<file path="src/rtl/fracmul_pkg.sv">
package fracmul_pkg;

    // Controller states of the iterative multiplier
    typedef enum logic [1:0] {
        ST_IDLE  = 2'd0,
        ST_PASS  = 2'd1,
        ST_HOLD  = 2'd2,
        ST_FINAL = 2'd3
    } fm_state_t;

endpackage

</file>
<file path="src/rtl/fracmul_slice_mul.sv">
// One unsigned slice-by-slice multiplier, reused for every byte pair.
module fracmul_slice_mul #(
    parameter int SLICE = 8
) (
    input  logic [SLICE-1:0]   x,
    input  logic [SLICE-1:0]   y,
    output logic [2*SLICE-1:0] p
);
    assign p = (2*SLICE)'(x) * (2*SLICE)'(y);
endmodule

</file>
<file path="src/rtl/fracmul_accum.sv">
// Shift-and-add accumulator for the partial products.
module fracmul_accum #(
    parameter int SLICE = 8,
    parameter int PW    = 32,
    parameter int SHW   = 5
) (
    input  logic               clk,
    input  logic               rst_n,
    input  logic               clear,
    input  logic               add_en,
    input  logic [2*SLICE-1:0] partial,
    input  logic [SHW-1:0]     shamt,
    output logic [PW-1:0]      sum
);
    always_ff @(posedge clk) begin
        if (!rst_n) begin
            sum <= '0;
        end else if (clear) begin
            sum <= '0;
        end else if (add_en) begin
            sum <= sum + (PW'(partial) << shamt);
        end
    end
endmodule

</file>
<file path="src/rtl/fracmul_unit.sv">
module fracmul_unit #(
    parameter int WIDTH    = 16,
    parameter int SLICE    = 8,
    parameter int NREG     = 16,
    parameter int SKIP_REG = 4
) (
    input  logic                    clk,
    input  logic                    rst_n,
    input  logic                    start,
    input  logic [WIDTH-1:0]        src_val,
    input  logic [WIDTH-1:0]        fac_val,
    input  logic [$clog2(NREG)-1:0] dst_sel,
    input  logic                    slow_mode,
    input  logic                    long_mode,
    output logic                    busy,
    output logic                    done,
    output logic [WIDTH-1:0]        result,
    output logic [WIDTH-1:0]        lo_result,
    output logic                    wr_en,
    output logic                    lo_wr_en,
    output logic [$clog2(NREG)-1:0] wr_idx,
    output logic                    flag_cy,
    output logic                    flag_s,
    output logic                    flag_z,
    output logic                    prefix_clr
);
    import fracmul_pkg::*;

    localparam int NSL    = WIDTH / SLICE;
    localparam int PASSES = NSL * NSL;
    localparam int IDXW   = (PASSES > 1) ? $clog2(PASSES) : 1;
    localparam int SW     = (NSL > 1) ? $clog2(NSL) : 1;
    localparam int PW     = 2 * WIDTH;
    localparam int SHW    = $clog2(PW);
    localparam int RW     = $clog2(NREG);

    fm_state_t state, state_nx;

    logic [WIDTH-1:0] mag_a, mag_b;
    logic             neg_q, slow_q, long_q;
    logic [RW-1:0]    dst_q;
    logic [IDXW-1:0]  pass_idx;
    logic             accept, last_pass, add_en;

    logic [SLICE-1:0]   a_sl [NSL];
    logic [SLICE-1:0]   b_sl [NSL];
    logic [SW-1:0]      a_i, b_i;
    logic [2*SLICE-1:0] partial;
    logic [SHW-1:0]     shamt;
    logic [PW-1:0]      acc, prod;

    function automatic logic [WIDTH-1:0] mag_of(input logic [WIDTH-1:0] v);
        return v[WIDTH-1] ? (~v + 1'b1) : v;
    endfunction

    assign accept    = (state == ST_IDLE) && start;
    assign last_pass = (pass_idx == IDXW'(PASSES - 1));
    assign add_en    = ((state == ST_PASS) && !slow_q) || (state == ST_HOLD);

    // Byte slices of the operand magnitudes
    for (genvar g = 0; g < NSL; g++) begin : g_slice
        assign a_sl[g] = mag_a[g*SLICE +: SLICE];
        assign b_sl[g] = mag_b[g*SLICE +: SLICE];
    end

    assign a_i   = SW'(pass_idx % NSL);
    assign b_i   = SW'(pass_idx / NSL);
    assign shamt = SHW'((32'(a_i) + 32'(b_i)) * SLICE);

    fracmul_slice_mul #(.SLICE(SLICE)) u_mul (
        .x (a_sl[a_i]),
        .y (b_sl[b_i]),
        .p (partial)
    );

    fracmul_accum #(.SLICE(SLICE), .PW(PW), .SHW(SHW)) u_acc (
        .clk     (clk),
        .rst_n   (rst_n),
        .clear   (accept),
        .add_en  (add_en),
        .partial (partial),
        .shamt   (shamt),
        .sum     (acc)
    );

    // State register
    always_ff @(posedge clk) begin
        if (!rst_n) state <= ST_IDLE;
        else        state <= state_nx;
    end

    // Next-state logic
    always_comb begin
        state_nx = state;
        unique case (state)
            ST_IDLE:  if (start) state_nx = ST_PASS;
            ST_PASS:  begin
                if (slow_q)         state_nx = ST_HOLD;
                else if (last_pass) state_nx = ST_FINAL;
                else                state_nx = ST_PASS;
            end
            ST_HOLD:  state_nx = last_pass ? ST_FINAL : ST_PASS;
            ST_FINAL: state_nx = ST_IDLE;
        endcase
    end

    // Operand capture and pass counter
    always_ff @(posedge clk) begin
        if (!rst_n) begin
            mag_a    <= '0;
            mag_b    <= '0;
            neg_q    <= 1'b0;
            slow_q   <= 1'b0;
            long_q   <= 1'b0;
            dst_q    <= '0;
            pass_idx <= '0;
        end else if (accept) begin
            mag_a    <= mag_of(src_val);
            mag_b    <= mag_of(fac_val);
            neg_q    <= src_val[WIDTH-1] ^ fac_val[WIDTH-1];
            slow_q   <= slow_mode;
            long_q   <= long_mode;
            dst_q    <= dst_sel;
            pass_idx <= '0;
        end else if (add_en && !last_pass) begin
            pass_idx <= pass_idx + 1'b1;
        end
    end

    assign prod = neg_q ? (~acc + 1'b1) : acc;

    // Outputs
    always_comb begin
        busy       = (state != ST_IDLE);
        done       = (state == ST_FINAL);
        result     = prod[PW-1:WIDTH];
        lo_result  = prod[WIDTH-1:0];
        flag_cy    = prod[WIDTH-1];
        flag_s     = prod[PW-1];
        flag_z     = (prod[PW-1:WIDTH] == '0);
        wr_idx     = dst_q;
        wr_en      = done && (dst_q != RW'(SKIP_REG));
        lo_wr_en   = done && long_q;
        prefix_clr = done;
    end
endmodule

</file>
<file path="config.mk">
export PLATFORM = sky130hd
export DESIGN_NAME = fracmul_unit
export DESIGN_NICKNAME = d
export VERILOG_FILES = /design/src/rtl/fracmul_pkg.sv /design/src/rtl/fracmul_slice_mul.sv /design/src/rtl/fracmul_accum.sv /design/src/rtl/fracmul_unit.sv
export SDC_FILE = /design/constraint.sdc
export NUM_CORES = 1
export LEC_CHECK = 0
export BUFFER_PORTS_ARGS = -buffer_cell sky130_fd_sc_hd__buf_2
export CORE_MARGIN = 8
export CORE_UTILIZATION = 61
export DETAILED_ROUTE_END_ITERATION = 7
export PLACE_DENSITY_LB_ADDON = 0.08
export SYNTH_ARGS = -nofsm -noshare
export SYNTH_HDL_FRONTEND = slang
export SYNTH_SLANG_ARGS = --single-unit
</file>
<file path="constraint.sdc">
create_clock -name clk -period 9.9 [get_ports clk]
set_input_delay 0.99 -clock clk [delete_from_list [all_inputs] [get_ports clk]]
set_output_delay 0.99 -clock clk [all_outputs]
set_load 0.02 [all_outputs]
</file>
=== Word level (Yosys, flattened, before mapping) ===
Index checks and enable logic that the tools add are counted.

* $add $sub $neg: 6
* Multiply operators: 1
* Divide/modulo/power cells: 0
* $lt $le $gt $ge: 2
* Eq/ne operators: 6
* Shift-type cells: 1
* Muxes and demuxes: 13
* Bitwise gates (word level): 7
* Reductions and logical operators: 12

{| class="wikitable"
|+ Operator list
! kind !! number
|-
| 2-to-1 mux 8 bit || 6
|-
| adder 16 x 1 -> 16 bit, second input constant || 2
|-
| adder 32 x 1 -> 32 bit, second input constant || 1
|-
| adder 32 bit || 1
|-
| 2-to-1 mux 16 bit || 2
|-
| 2-to-1 mux 32 bit || 1
|-
| NOT 16 bit || 2
|-
| NOT 32 bit || 1
|-
| left shift 16 x 5 -> 32 bit || 1
|-
| logical NOT 16 bit || 1
|-
| multiplier 8 x 8 -> 16 bit || 1
|-
| one-hot mux 2 bit (4 select lines) || 1
|-
| equality test 2 bit, second input constant || 3
|-
| 2-to-1 mux 2 bit || 3
|-
| logical AND 1 bit || 5
|-
| >= comparator 2 bit, second input constant || 2
|-
| != test 4 x 3 -> 1 bit, second input constant || 1
|-
| NOT 1 -> 2 bit || 2
|-
| adder 1 x 1 -> 2 bit || 1
|-
| adder 2 x 1 -> 2 bit, second input constant || 1
|-
| equality test 2 x 1 -> 1 bit, second input constant || 1
|-
| logical NOT 1 bit || 2
|-
| logical NOT 2 bit || 1
|-
| != test 2 bit, second input constant || 1
|-
| 5 further kinds || 5
|}

* Bits in registers: 75
* Bits in latches: 0
* Memory bits (writable): 0
* ROM bits: 0
* Input bits: 41
* Word-level logic and storage cells: 57
* Memories: 0

=== Longest topological paths before layout ===
* Word-level depth: 7
* Depth in mapped cells: 30
* Depth with buffers taken out: 29

=== Modules after synthesis ===
From an unflattened synthesis, not the netlist that was laid out.

* Cells, all modules: 1206
* Area total of the unflattened synthesis: 9480.3 um^2

{| class="wikitable"
|+ By module, submodules not included
! module !! times used !! cells each !! area an instance (um^2) !! seq. area each (um^2)
|-
| fracmul_accum || 1 || 532 || 3925.0 || 640.6
|-
| fracmul_unit || 1 || 431 || 3442.1 || 860.8
|-
| fracmul_slice_mul || 1 || 243 || 2113.3 || 0.0
|}

=== Least setup slack after synthesis ===
Ideal clock, no wire load.

* Kind: register to register
* Start point: register pass_idx[0]
* End point: register u_acc.sum[30]
* Data arrival time: 6824 ps
* Required time: 9775 ps
* Path slack: 2951 ps
* Cell stages (with the launch flop): 29
* Buffers on the path: 1
* Cell sequence: dfxtp_1 > clkbuf_1 > mux2i_1 > nor2_1 > fa_1 > fa_1 > fa_1 > inv_1 > fa_1 > inv_1 > ha_1 > or2_2 > a21o_1 > nand4_1 > and3_1 > nor2_1 > xnor2_1 > mux2_2 > nor2_1 > ha_1 > a21oi_1 > o21bai_1 > a21oi_1 > nand2_1 > o21ai_0 > o41ai_1 > a221oi_1 > xor2_1 > o21ai_0

* Longest elaborated chain between the ends: 7

{| class="wikitable"
|+ Ends and longest elaborated chain
! what !! line !! source
|-
| start, declared || fracmul_unit.sv:42 || <nowiki>logic [IDXW-1:0] pass_idx;</nowiki>
|-
| start signal, assigned || fracmul_unit.sv:126 || <nowiki>pass_idx <= pass_idx + 1'b1;</nowiki>
|-
| NOT 1 -> 2 bit (implied by the code) || fracmul_unit.sv:71 || <nowiki>.x (a_sl[a_i]),</nowiki>
|-
| 2-to-1 mux 8 bit (implied by the code) (3 in series) || fracmul_unit.sv:71 ||
|-
| multiplier 8 x 8 -> 16 bit || fracmul_slice_mul.sv:9 || <nowiki>assign p = (2*SLICE)'(x) * (2*SLICE)'(y);</nowiki>
|-
| left shift 16 x 5 -> 32 bit (*) || fracmul_accum.sv:21 || <nowiki>sum <= sum + (PW'(partial) << shamt);</nowiki>
|-
| adder 32 bit (*) || fracmul_accum.sv:21 ||
|-
| end signal, assigned || fracmul_accum.sv:21 ||
|-
| end, declared || fracmul_accum.sv:13 || <nowiki>output logic [PW-1:0] sum</nowiki>
|}

Every way passes the cells marked *; elsewhere a longest branch is shown, timed or not. The select of a mux whose other input is x is not followed.
A chain may end at the register's enable or synchronous reset.

=== Final worst setup path ===
* Start point: register pass_idx[0]
* End point: register u_acc.sum[31]

Same word-level chain as after synthesis.

==> results <==
- The register bit total from synthesis is 75.
- The first global-routing pass estimated 33.92 mm of wire.
- The path with the worst hold slack has its endpoint at mag_a[15].
- The worst register-to-register path ends at u_acc.sum[31].
- The number of gates resized after CTS was 0.
- In this run the most critical hold path is launched from mag_a[15].
- In this run the worst hold path is classified as reg2reg.
- Buffers placed on the I/O ports in this run total 84.
- For this run, the post-layout net count is approximately 1200.
- The analysis attributes to cell leakage a power of 4.299 nW.
- The number of primary I/O pins is 85.
- The register-to-register setup slack is 1920 ps.
- The aggregate negative setup slack is 0 ps.
- The critical path arrival is between 8000 and 9000 ps.
- The final clock skew is about 18 ps.
- After the first detailed-routing iteration, the DRC count stood at 596.
- Hold repair after CTS inserted 0 buffers.
- The number of hold violations in the final report was 0.
- Counting every net in the synthesized netlist gives between 1000 and 1500.
- The register area is between 1500 and 2000 um2.
- At the end of routability-driven placement, the weighted congestion stood at between 0.9 and 1.
- Counting instances, the worst hold path has a depth of 2.
- The initial antenna violation count is 0.
- The number of cells on the worst reg-to-reg path is 25.
- The core utilization of the finished layout is between 60% and 70%.
- The fraction of met3 tracks used by global routing is under 10%.
- The detailed router placed ~7400 vias in this run.
- The cell area power density is 122.7 nW/um2.
- The post-CTS repair timing setup buffer count is 0.
- The worst slack at placement is between 1500 and 2000 ps.
- Across all setup checks in the final design, the least slack found is roughly 1900 ps.
- Global routing used between 40 and 50% of the available met2 tracks.
- The total overflow reported by the global router is 0.
- The repair_antennas step left the layout with diodes totalling 0.
- Relative to the synthesized area, the layout overhead comes to 10.04%.
- The startpoint of the worst register-to-register path is pass_idx[0].
- Leaving out fill and tap cells, the most frequent cell in the layout is nand2_1.
- The HPWL reported at the end of detailed placement is between 15 and 20 mm.
- The clock reaches the later pin of the worst-skew pair after ~360 ps.
- The clock sink count is 75.
- The residual antenna-violating net count after detailed routing is 0.
- Setup violations remaining at the end of the flow were counted as 0.
- For this run, the top clock speed supported by timing is 125.4 MHz.
- Setup repair after global routing left no endpoint under its margin.
- In this run the deepest clock path goes through 2 buffers.
- The number of search-and-repair iterations in the first detailed-routing pass is 5.
- The die outline area is 17110 um2.
- The count of unique library cells instantiated by Yosys is 64.
- Dividing the detail-routed wire length by the instance count gives 16.38 um.
- In this run the clock root is driven by a clkbuf_16.
- The worst path needs between 7000 and 8000 ps of the cycle, external delays included.
- The clock edge transition at the registers on the reported setup and hold paths is about 60 ps.
- Counting flops with a built-in enable in the synthesized netlist gives 0.
- The worst setup path is launched from a flip-flop.
- The design draws 1.086 mW.
- The core region area is ~13000 um2.
- The routing layer with the top usage in global route is met2.
- For the pin with the worst max-slew slack, the measured transition is ~1200 ps.
- TritonCTS built the clock tree.
- The number of global-route vias before repair was between 6000 and 7000.
- In the finished design, the share of the clock period the worst path needs comes to approximately four fifths.
- Fill cells in the final layout number roughly 1200.
- The number of CTS-inserted buffers is 9.
- The Yosys step of the flow raised 0 warnings.
- Of all flip-flops after synthesis, the portion carrying an async set or reset was 0%.
- After detailed routing, the number of remaining DRC violations is 0.
- For the worst setup path, the data required time is just over 10000 ps.
- The worst setup path is captured at a flip-flop.
- Wires add up to 20.70 mm.
- The worst-case vdd ir drop is 127.0 uV.
- The summed instance area of the synthesized netlist is about 8000 um2.
- Leaving out fill and tap cells, the most frequent cells in the layout are nand2_1, nor2_1, buf_2.
- The fraction of met1 tracks used by global routing is between 30 and 40%.
- The die is about 130 um tall.
- The run finished with clean final reports.
- The largest net degree at the start of global routing is 56.
- The tool flagged a number of max-cap violations equal to 0.
- The largest fanout on the critical path is 10.
- The worst setup path is of the reg2reg kind.
- The global-route usage over all layers is approximately 25%.
- The sequential element share of the synthesized area is 18.68%.
- The total count of max-transition violations in the final report is 0.
- The H-tree was split into 3 levels.
- The dominant register cell in the synthesized netlist is dfxtp_1.
- After detailed routing, the number of vias per cell comes to between 5 and 6.
- Row generation in the floorplan step produced 42 rows.
- The number of instances in the synthesized netlist is between 1000 and 1500.
- The worst pin sits at a relative slew slack of 22.80%.
- The die width is 130.8 um.
- Once the floorplan was initialized, standard cells occupied between 60% and 70% of the core.
- The post-route netlist has 12.13% of its cells at a drive strength greater than 1.
- The multi-input gate area in the final layout is 6096 um2.
- Each instance of the synthesized netlist takes up on average around 8 um2.
[registers in the layout, summed over array words and instances, names as in the netlist]
name / cells
mag_a: 16
slow_q: 1
state: 2
wr_idx: 4
long_q: 1
mag_b: 16
pass_idx: 2
u_acc.sum: 32
neg_q: 1
[where the power goes]
group | total, mW | switching (mW) | internal [mW] | leakage [nW]
sequential | 0.338 | 0.0190 | 0.319 | 0.613
combinational | 0.385 | 0.242 | 0.143 | 3.53
clock | 0.362 | 0.139 | 0.223 | 0.154
[cells in the mapped netlist (all sizes together), types with 6 or more instances]
cell type  instances  area, um2
a22o               6      53.80
and2              18      112.6
or4               11      90.08
o41ai             11      122.6
nand2            127      476.7
xor2              29      254.0
nor4               8      71.32
a21boi            12      90.09
nand4              7      43.79
nor2             113      424.2
buf                6      37.54
a21oi             52      260.3
ha                71      888.4
fa                37      740.7
a211oi            10      75.07
nand3             17      90.09
nand2b             6      37.54
o21ai             58      290.3
o31ai             13      102.6
inv               70      262.8
nor3              23      115.1
mux2i             22      220.2
a21o              15      112.6
xnor2             59      516.8
or3               13      91.34
dfxtp             75       1501
a31oi              6      37.54
clkbuf            37      138.9
o211a             25      250.2
or2               17      106.4
o21a               6      45.04
[critical path, stage by stage, from the launching register on]
cell and delay, ps:
dfxtp_1 710, mux2i_1 900, or2_2 260, fa_1 420
fa_1 540, inv_1 50, fa_1 530, inv_1 50
fa_1 520, inv_1 40, ha_1 300, inv_1 110
o21ai_0 130, and3_1 200, nor3_1 210, xnor2_1 160
a22o_1 230, ha_1 320, a21o_1 210, a2111oi_2 510
nor3_1 120, a211oi_1 490, o21ai_0 220, xor2_1 180
or3_1 310, a21oi_1 140
[cells by family after synthesis]
group | count (synthesis) | synth area share (%)
and+or+nand+nor | 376 | 22.02
AOI/OAI and AO/OA | 244 | 21.06
buffers and inverters | 114 | 5.510
adders and majority gates | 108 | 20.26
xor gates and xnor gates | 88 | 9.588
DFF | 75 | 18.68
muxes | 23 | 2.879
[cell type report]
cell class / instances / area share, %
clock inverters: 5 / 0.9760
inverters: 71 / 3.013
well taps: 176 / 2.489
clock buffers: 11 / 2.631
flip-flops and latches: 75 / 16.97
repair buffers: 87 / 5.007
multi-input cells: 839 / 68.91
[layer usage]
metal  up-vias  routed length (um)
met2       226                9804
met1      3456                8925
li1       3693                   -
met4         0                 651
met3        52                1322
met5         -                   0
[metrics by stage]
step                hold WS, ps  instance area [um2]  std cells
finish                    471.2                 8846       1264
global route              486.5                 8846       1264
CTS                       469.7                 8846       1264
detailed placement        462.8                 8527       1248
global placement          454.0                 8527       1248
floorplan                 439.2                 8039       1028
[how the worst max path moves through the flow]
stage,start,end,slack (ps),cells past startpoint
6_report,pass_idx[0],u_acc.sum[31],1920,25
4_1_cts,pass_idx[0],u_acc.sum[31],1960,27
3_3_place_gp,pass_idx[0],u_acc.sum[31],2190,27
2_1_floorplan,pass_idx[0],u_acc.sum[30],2950,28
3_5_place_dp,pass_idx[0],u_acc.sum[31],1990,27
5_1_grt,pass_idx[0],u_acc.sum[31],1450,26
Power figures use the tool's default switching activity.
